===== src/rtl/mdio_pkg.sv =====
package mdio_pkg;

    localparam int FRAME_BITS = 64;
    localparam int TA_FIRST   = 46;
    localparam int DATA_FIRST = 48;

    typedef enum logic [1:0] {
        XCMD_ADDR     = 2'b00,
        XCMD_WRITE    = 2'b01,
        XCMD_READ     = 2'b10,
        XCMD_READ_INC = 2'b11
    } xcmd_e;

    typedef struct packed {
        logic [2:0] rate;
        logic [4:0] phy;
        logic [4:0] regad;
        logic       ext;
        logic [1:0] cmd;
    } ctrl_t;

    function automatic ctrl_t unpack_ctrl(input logic [31:0] w);
        ctrl_t c;
        c.rate  = w[18:16];
        c.phy   = w[15:11];
        c.regad = w[10:6];
        c.ext   = w[3];
        c.cmd   = w[2:1];
        return c;
    endfunction

    function automatic logic [31:0] pack_ctrl(input ctrl_t c, input logic busy);
        return {13'd0, c.rate, c.phy, c.regad, 2'b00, c.ext, c.cmd, busy};
    endfunction

    function automatic logic frame_is_read(input ctrl_t c);
        if (c.ext) return c.cmd[1];
        return !c.cmd[0];
    endfunction

    function automatic logic [1:0] frame_opcode(input ctrl_t c);
        logic [1:0] op;
        if (!c.ext) begin
            op = c.cmd[0] ? 2'b01 : 2'b10;
        end else begin
            case (xcmd_e'(c.cmd))
                XCMD_ADDR:     op = 2'b00;
                XCMD_WRITE:    op = 2'b01;
                XCMD_READ:     op = 2'b11;
                default:       op = 2'b10;
            endcase
        end
        return op;
    endfunction

    function automatic logic [FRAME_BITS-1:0] build_frame(input ctrl_t c, input logic [15:0] wd);
        logic [1:0] st;
        st = c.ext ? 2'b00 : 2'b01;
        return {32'hFFFF_FFFF, st, frame_opcode(c), c.phy, c.regad, 2'b10, wd};
    endfunction

    function automatic int mdc_rate_hz(input int sel);
        case (sel)
            0:       return 2_500_000;
            1:       return 5_000_000;
            2:       return 12_500_000;
            3:       return 25_000_000;
            default: return 1_250_000;
        endcase
    endfunction

    function automatic int half_clocks(input int sys_hz, input int sel);
        int hz;
        int h;
        hz = mdc_rate_hz(sel);
        h  = (sys_hz + 2 * hz - 1) / (2 * hz);
        return (h < 1) ? 1 : h;
    endfunction

endpackage


===== src/rtl/mdio_mdc_gen.sv =====
module mdio_mdc_gen #(
    parameter int HALF_W = 6
) (
    input  logic              clk,
    input  logic              rst,
    input  logic              run,
    input  logic [HALF_W-1:0] half,
    output logic              mdc,
    output logic              rise,
    output logic              fall
);

    logic [HALF_W-1:0] cnt;
    logic              wrap;

    assign wrap = run && (cnt == half - 1'b1);
    assign rise = wrap && !mdc;
    assign fall = wrap && mdc;

    always_ff @(posedge clk) begin
        if (rst || !run) begin
            cnt <= '0;
            mdc <= 1'b0;
        end else if (wrap) begin
            cnt <= '0;
            mdc <= ~mdc;
        end else begin
            cnt <= cnt + 1'b1;
        end
    end

    // clock parks low once the frame stops
    p_mdc_parks_low_r10: assert property (@(posedge clk) disable iff (rst)
        !run |=> !mdc);

    // the divider count stays inside the selected half period
    p_cnt_in_range_r8: assert property (@(posedge clk) disable iff (rst)
        (run && $stable(half)) |-> (cnt < half));

endmodule


===== src/rtl/mdio_frame_engine.sv =====
module mdio_frame_engine
    import mdio_pkg::*;
(
    input  logic        clk,
    input  logic        rst,
    input  logic        start,
    input  ctrl_t       ctrl,
    input  logic [15:0] wdata,
    input  logic        rise,
    input  logic        fall,
    input  logic        mdio_i,
    output logic        busy,
    output logic        mdio_o,
    output logic        mdio_oe,
    output logic        rd_done,
    output logic [15:0] rx_data
);

    localparam int IDX_W = $clog2(FRAME_BITS);
    localparam logic [IDX_W-1:0] LAST_IDX = IDX_W'(FRAME_BITS - 1);
    localparam logic [IDX_W-1:0] TA_IDX   = IDX_W'(TA_FIRST);
    localparam logic [IDX_W-1:0] DATA_IDX = IDX_W'(DATA_FIRST);

    logic [FRAME_BITS-1:0] frame_q;
    logic [FRAME_BITS-1:0] frame_new;
    logic [IDX_W-1:0]      idx;
    logic [IDX_W-1:0]      nxt_idx;
    logic [IDX_W-1:0]      nxt_pos;
    logic                  rd_q;
    logic [15:0]           shreg;

    assign frame_new = build_frame(ctrl, wdata);
    assign nxt_idx   = idx + 1'b1;
    assign nxt_pos   = LAST_IDX - nxt_idx;
    assign rx_data   = shreg;

    always_ff @(posedge clk) begin
        if (rst) begin
            busy    <= 1'b0;
            idx     <= '0;
            frame_q <= '0;
            rd_q    <= 1'b0;
            shreg   <= '0;
            mdio_o  <= 1'b1;
            mdio_oe <= 1'b0;
            rd_done <= 1'b0;
        end else begin
            rd_done <= 1'b0;
            if (!busy) begin
                if (start) begin
                    busy    <= 1'b1;
                    idx     <= '0;
                    frame_q <= frame_new;
                    rd_q    <= frame_is_read(ctrl);
                    mdio_o  <= frame_new[FRAME_BITS-1];
                    mdio_oe <= 1'b1;
                end
            end else begin
                if (rise && rd_q && (idx >= DATA_IDX)) begin
                    shreg <= {shreg[14:0], mdio_i};
                end
                if (fall) begin
                    if (idx == LAST_IDX) begin
                        busy    <= 1'b0;
                        mdio_o  <= 1'b1;
                        mdio_oe <= 1'b0;
                        rd_done <= rd_q;
                    end else begin
                        idx     <= nxt_idx;
                        mdio_o  <= frame_q[nxt_pos];
                        mdio_oe <= !(rd_q && (nxt_idx >= TA_IDX));
                    end
                end
            end
        end
    end

    // line released whenever no frame runs
    p_oe_idle_r10: assert property (@(posedge clk) disable iff (rst)
        !busy |-> !mdio_oe);

    // a frame only ends after its last bit
    p_end_on_last_r2: assert property (@(posedge clk) disable iff (rst)
        $fell(busy) |-> ($past(idx) == LAST_IDX));

    // read frames keep the line released through turnaround and data
    p_read_release_r6: assert property (@(posedge clk) disable iff (rst)
        (busy && rd_q && idx >= TA_IDX) |-> !mdio_oe);

    // non-read frames keep driving for the whole frame
    p_write_drive_r5: assert property (@(posedge clk) disable iff (rst)
        (busy && !rd_q) |-> mdio_oe);

endmodule


===== src/rtl/mdio_mgmt_top.sv =====
module mdio_mgmt_top
    import mdio_pkg::*;
#(
    parameter int          SYS_CLK_HZ = 125_000_000,
    parameter int          ADDR_W     = 12,
    parameter logic [11:0] CTRL_OFS   = 12'h120,
    parameter logic [11:0] DATA_OFS   = 12'h124
) (
    input  logic              clk,
    input  logic              rst,
    input  logic              bus_wr,
    input  logic [ADDR_W-1:0] bus_addr,
    input  logic [31:0]       bus_wdata,
    output logic [31:0]       bus_rdata,
    output logic              mdc,
    output logic              mdio_o,
    output logic              mdio_oe,
    input  logic              mdio_i
);

    localparam int H_R0   = half_clocks(SYS_CLK_HZ, 0);
    localparam int H_R1   = half_clocks(SYS_CLK_HZ, 1);
    localparam int H_R2   = half_clocks(SYS_CLK_HZ, 2);
    localparam int H_R3   = half_clocks(SYS_CLK_HZ, 3);
    localparam int H_SLOW = half_clocks(SYS_CLK_HZ, 4);
    localparam int HALF_W = $clog2(H_SLOW + 1);
    localparam logic [ADDR_W-1:0] CTRL_A = ADDR_W'(CTRL_OFS);
    localparam logic [ADDR_W-1:0] DATA_A = ADDR_W'(DATA_OFS);

    ctrl_t             ctrl_q;
    ctrl_t             ctrl_wr;
    logic [31:0]       data_q;
    logic              busy;
    logic              ctrl_hit;
    logic              data_hit;
    logic              ctrl_take;
    logic              start;
    logic [HALF_W-1:0] half;
    logic              rise;
    logic              fall;
    logic              rd_done;
    logic [15:0]       rx_data;

    assign ctrl_wr   = unpack_ctrl(bus_wdata);
    assign ctrl_hit  = bus_wr && (bus_addr == CTRL_A);
    assign data_hit  = bus_wr && (bus_addr == DATA_A);
    assign ctrl_take = ctrl_hit && !busy;
    assign start     = ctrl_take && bus_wdata[0];

    always_comb begin
        case (ctrl_q.rate)
            3'd0:    half = HALF_W'(H_R0);
            3'd1:    half = HALF_W'(H_R1);
            3'd2:    half = HALF_W'(H_R2);
            3'd3:    half = HALF_W'(H_R3);
            default: half = HALF_W'(H_SLOW);
        endcase
    end

    always_ff @(posedge clk) begin
        if (rst) begin
            ctrl_q <= '0;
            data_q <= '0;
        end else begin
            if (ctrl_take) begin
                ctrl_q <= ctrl_wr;
            end
            if (rd_done) begin
                data_q <= {16'd0, rx_data};
            end else if (data_hit) begin
                data_q <= bus_wdata;
            end
        end
    end

    always_comb begin
        if (bus_addr == CTRL_A) begin
            bus_rdata = pack_ctrl(ctrl_q, busy);
        end else if (bus_addr == DATA_A) begin
            bus_rdata = data_q;
        end else begin
            bus_rdata = '0;
        end
    end

    mdio_mdc_gen #(
        .HALF_W (HALF_W)
    ) u_clkgen (
        .clk  (clk),
        .rst  (rst),
        .run  (busy),
        .half (half),
        .mdc  (mdc),
        .rise (rise),
        .fall (fall)
    );

    mdio_frame_engine u_engine (
        .clk     (clk),
        .rst     (rst),
        .start   (start),
        .ctrl    (ctrl_wr),
        .wdata   (data_q[15:0]),
        .rise    (rise),
        .fall    (fall),
        .mdio_i  (mdio_i),
        .busy    (busy),
        .mdio_o  (mdio_o),
        .mdio_oe (mdio_oe),
        .rd_done (rd_done),
        .rx_data (rx_data)
    );

    // control writes during a frame leave the fields alone
    p_busy_write_ignored_r9: assert property (@(posedge clk) disable iff (rst)
        (busy && ctrl_hit) |=> (ctrl_q == $past(ctrl_q)));

    // data only moves while the management clock is low
    p_mdio_steady_high_r8: assert property (@(posedge clk) disable iff (rst)
        mdc |-> $stable(mdio_o));

    // captured read data never carries an upper half
    p_rx_upper_zero_r6: assert property (@(posedge clk) disable iff (rst)
        rd_done |=> (data_q[31:16] == 16'd0));

endmodule


===== config.mk =====
export PLATFORM = sky130hd
export DESIGN_NAME = mdio_mgmt_top
export DESIGN_NICKNAME = d
export VERILOG_FILES = /design/src/rtl/mdio_pkg.sv /design/src/rtl/mdio_mdc_gen.sv /design/src/rtl/mdio_frame_engine.sv /design/src/rtl/mdio_mgmt_top.sv
export SDC_FILE = /design/constraint.sdc
export NUM_CORES = 1
export LEC_CHECK = 0
export ABC_CLOCK_PERIOD_IN_PS = 1870
export BUFFER_PORTS_ARGS = -buffer_cell sky130_fd_sc_hd__buf_2
export CAP_MARGIN = 30
export CORE_MARGIN = 4
export CORE_UTILIZATION = 28
export CTS_CLUSTER_SIZE = 10
export DETAILED_ROUTE_END_ITERATION = 16
export GPL_TIMING_DRIVEN = 1
export SETUP_SLACK_MARGIN = 0.3
export SLEW_MARGIN = 15
export SYNTH_ARGS = -nofsm -noshare
export SYNTH_HDL_FRONTEND = slang
export SYNTH_SLANG_ARGS = --single-unit

===== constraint.sdc =====
create_clock -name clk -period 1.87 [get_ports clk]
set_input_delay 0.187 -clock clk [delete_from_list [all_inputs] [get_ports clk]]
set_output_delay 0.187 -clock clk [all_outputs]
set_load 0.03 [all_outputs]

==> impl_metrics.yaml <==
finish:
  nets: 762
  drive_above_1_share_pct: 39.2
  area_growth_pct: 49.3
  diodes: 0
floorplan:
  die_area_mm2: 0.0201
  die_w_um: 142
  coreArea_mm2: 0.0174
  ioPinCount: 83
  die_h_um: 142
  initial_core_util_pct: 28.8
  placementRows: 48
worst_setup_path:
  rr_startpoint: "u_engine.idx[0]$_SDFFE_PP0P_"
  endpoint: "bus_rdata[7]"
  cp-end-kind: "output pin"
  crit_required_ns: 1.68
  reg2reg_to: "u_engine.mdio_o$_SDFFE_PP1P_"
  reg2regPathDepth: 8
  worstSetupPathType: "input pin to output pin"
  cp-start-kind: "input pin"
  critPathMaxFanout: 10
  r2r_slack_ns: 0.05
  critPathArrivalTime_ns: 1.78
  cp-startpoint: "bus_addr[1]"
timing:
  min_period_ns: 1.97
  setup-violations-final: 32
  fin_worst_skew_ns: 0.0106
  hold_slack_ns: 0.0644
  fin_ws_ns: -0.0959
  hold_violations: 0
  tightest_slew_ns: 0.453
  drv_slew: 0
  rsz0062_at_grt: "true"
  period_share_pct: 105
  slew_headroom_pct: 69.8
  timing.fmax_ghz: 0.509
cts:
  cts_hold_buf: 0
  clkTransAtPathRegs_ns: 0.07
  cts_buffers: 9
  cts_num_sinks: 111
  cts_tree: "done"
  worstSkewPairLatency_ns: 0.36
  h-tree-depth: 3
  clock-root-buffer: "clkbuf_16"
  cts_max_path_buffers: 2
yosys:
  yosys-top-cells-count: "127 x nand2_1, 111 x dfxtp_1, 58 x nor2_1, 53 x a21oi_1, 44 x mux2i_1"
  yosysMostFrequentCell: "nand2_1"
  ys_ff_latch: 111
  synthFlopType: "dfxtp_1"
  ys_types: 52
  synth-seq-area-share_pct: 44.4
  syn_area_per_cell_um2: 8.64
  synth_cells: 580
  synth_top_cells_by_area: "dfxtp_1 44%, nand2_1 9.5%, mux2i_1 8.8%, a21oi_1 5.3%, nor2_1 4.3%"
  synth_top_area_share_pct: 44.4
  ys_warn_count: 0
  yosys.area.top_type: "dfxtp_1"
  synth_edf_count: 0
  async_reset_ff_share_pct: 0
  syn_area_mm2: 0.00501
  syn_nets: 630
grt:
  grt_pass1_wl_mm: 23.4
  grt_overflow: 0
  antenna_found_initial: 0
  grt_pass1_vias: 4351
  grtUsageTotal_pct: 14.8
  grt_max_degree: 42
flow_run:
  max-cap-violations: 0
route:
  drt-initial-drc-count: 321
  drc: 0
  vias: 4576
  wire_per_inst_um: 16.6
  viasPerCell: 4.86
  detail-route-antenna-nets: 0
  wirelength_mm: 15.6
  dr.pass1.iters: 5
power_and_ir_drop:
  p_leak_nw: 3.01
  power_density_mw_per_mm2: 603
  ir_drop_uv: 524
hold_path:
  min_path_type: "input pin to flip-flop"
  holdPathStages: 3
outcome:
  violations: "setup timing"
  status: "complete, but fails checks"
place:
  dpl.hpwl_mm: 10.0
  post-place-ws_ns: -0.291
  gp_congestion: 0.825
  io_buffer_count: 82
==> layer usage <==
metal,wire (um),track usage [%],vias up
met5,0,0,-
met4,325,4.55,0
met3,680,2.70,18
met2,7560,24.7,115
met1,7040,19.3,2182
li1,-,-,2261
==> how the worst min path moves through the flow <==
| stage | from | to | slack [ns] |
|---|---|---|---|
| after floorplan | bus_wdata[3] | u_engine.frame_q[30]$_SDFFE_PP0P_ | 0.28 |
| final | bus_wdata[27] | data_q[27]$_SDFFE_PP0P_ | 0.06 |
| after detailed placement | mdio_i | u_engine.rx_data[0]$_SDFFE_PP0P_ | 0.43 |
| after CTS | bus_wdata[28] | data_q[28]$_SDFFE_PP0P_ | 0.06 |
| after global placement | bus_wdata[28] | data_q[28]$_SDFFE_PP0P_ | 0.43 |
| after global routing | bus_wdata[28] | data_q[28]$_SDFFE_PP0P_ | 0.06 |
==> worst max-delay path: stages <==
cell and delay (ns):
buf_6 0.09, or4_4 0.56, nor4_4 0.30, buf_6 0.18
buf_12 0.16, a22o_2 0.14, buf_4 0.15
==> area by class of cell <==
class | count | area [um^2]
multi-input combinational | 424 | 3090
sequential | 111 | 2240
fill | 1667 | 9940
clock inverter | 5 | 63.8
inverter | 3 | 11.3
tap | 225 | 282
clock buffer | 11 | 243
timing repair buffer | 163 | 1560
==> where the power goes <==
group          internal, mW  leakage [nW]  total, mW  switching [mW]
Combinational        0.0507          1.97      0.137          0.0865
Sequential             2.36         0.898       2.36        0.000110
Clock                  1.09         0.147       2.01           0.921
==> per-stage QoR <==
stage / instances / util [%] / setup TNS (ns) / cell area, um^2 / total power [mW]
floorplan: 580 / - / -0.281 / 5180 / 2.46
global placement: 893 / 34.6 / -19.91 / 6020 / 2.55
detailed placement: 893 / 34.6 / -21.78 / 6020 / 2.55
CTS: 932 / 41.1 / -1.57 / 7160 / 4.55
finish: 942 / 42.9 / -1.58 / 7480 / 4.51
global route: 942 / 42.9 / -3.60 / 7480 / 4.65
==> registers in the layout, indices dropped and copies added, names as in the netlist <==
name / count
u_clkgen.mdc: 1
u_engine.idx: 6
u_engine.frame_q: 29
u_engine.rx_data: 16
ctrl_q: 16
u_engine.mdio_oe: 1
u_engine.rd_q: 1
u_clkgen.cnt: 6
u_engine.rd_done: 1
u_engine.busy: 1
u_engine.mdio_o: 1
data_q: 32
==> kinds of logic (layout without fill, tap and decap cells) <==
group / count (synthesis) / count (layout) / share of synthesized area, %
buffers and inverters: 46 / 182 / 4.50
flip-flops: 111 / 111 / 44.4
AND/OR/NAND/NOR: 245 / 245 / 22.3
adder cells (fa/ha/maj): 2 / 2 / 0.500
XOR/XNOR: 12 / 12 / 2.10
AO/OA/AOI/OAI: 113 / 114 / 14.6
multiplexers: 51 / 51 / 11.7
==> what timing repair did <==
action                                  in CTS  in global routing
setup buffers                               18                  9
pin swaps                                   35                 16
cloned                                       5                  1
gates resized for setup                    150                 48
endpoints found under the setup margin     139                143
==> cell usage in the layout, fill, tap and decap left out, types with 3 or more instances in the layout <==
cell,count
nand2_1,121
dfxtp_1,104
nor2_1,53
buf_6,53
buf_2,49
a21oi_1,48
mux2i_1,42
buf_4,42
and2_2,16
a21o_1,15
buf_12,13
a22o_2,10
clkbuf_16,10
a22o_4,7
nand3b_1,6
mux4_2,6
o21ai_1,5
nand2_4,5
nand3_1,5
dfxtp_2,5
a21oi_2,4
xor2_1,4
nor2_4,4
inv_1,3
nand3_4,3
nand2b_1,3
and3_1,3
a211oi_2,3
xnor2_1,3
inv_6,3
buf_16,3
Power figures use the tool's default switching activity.
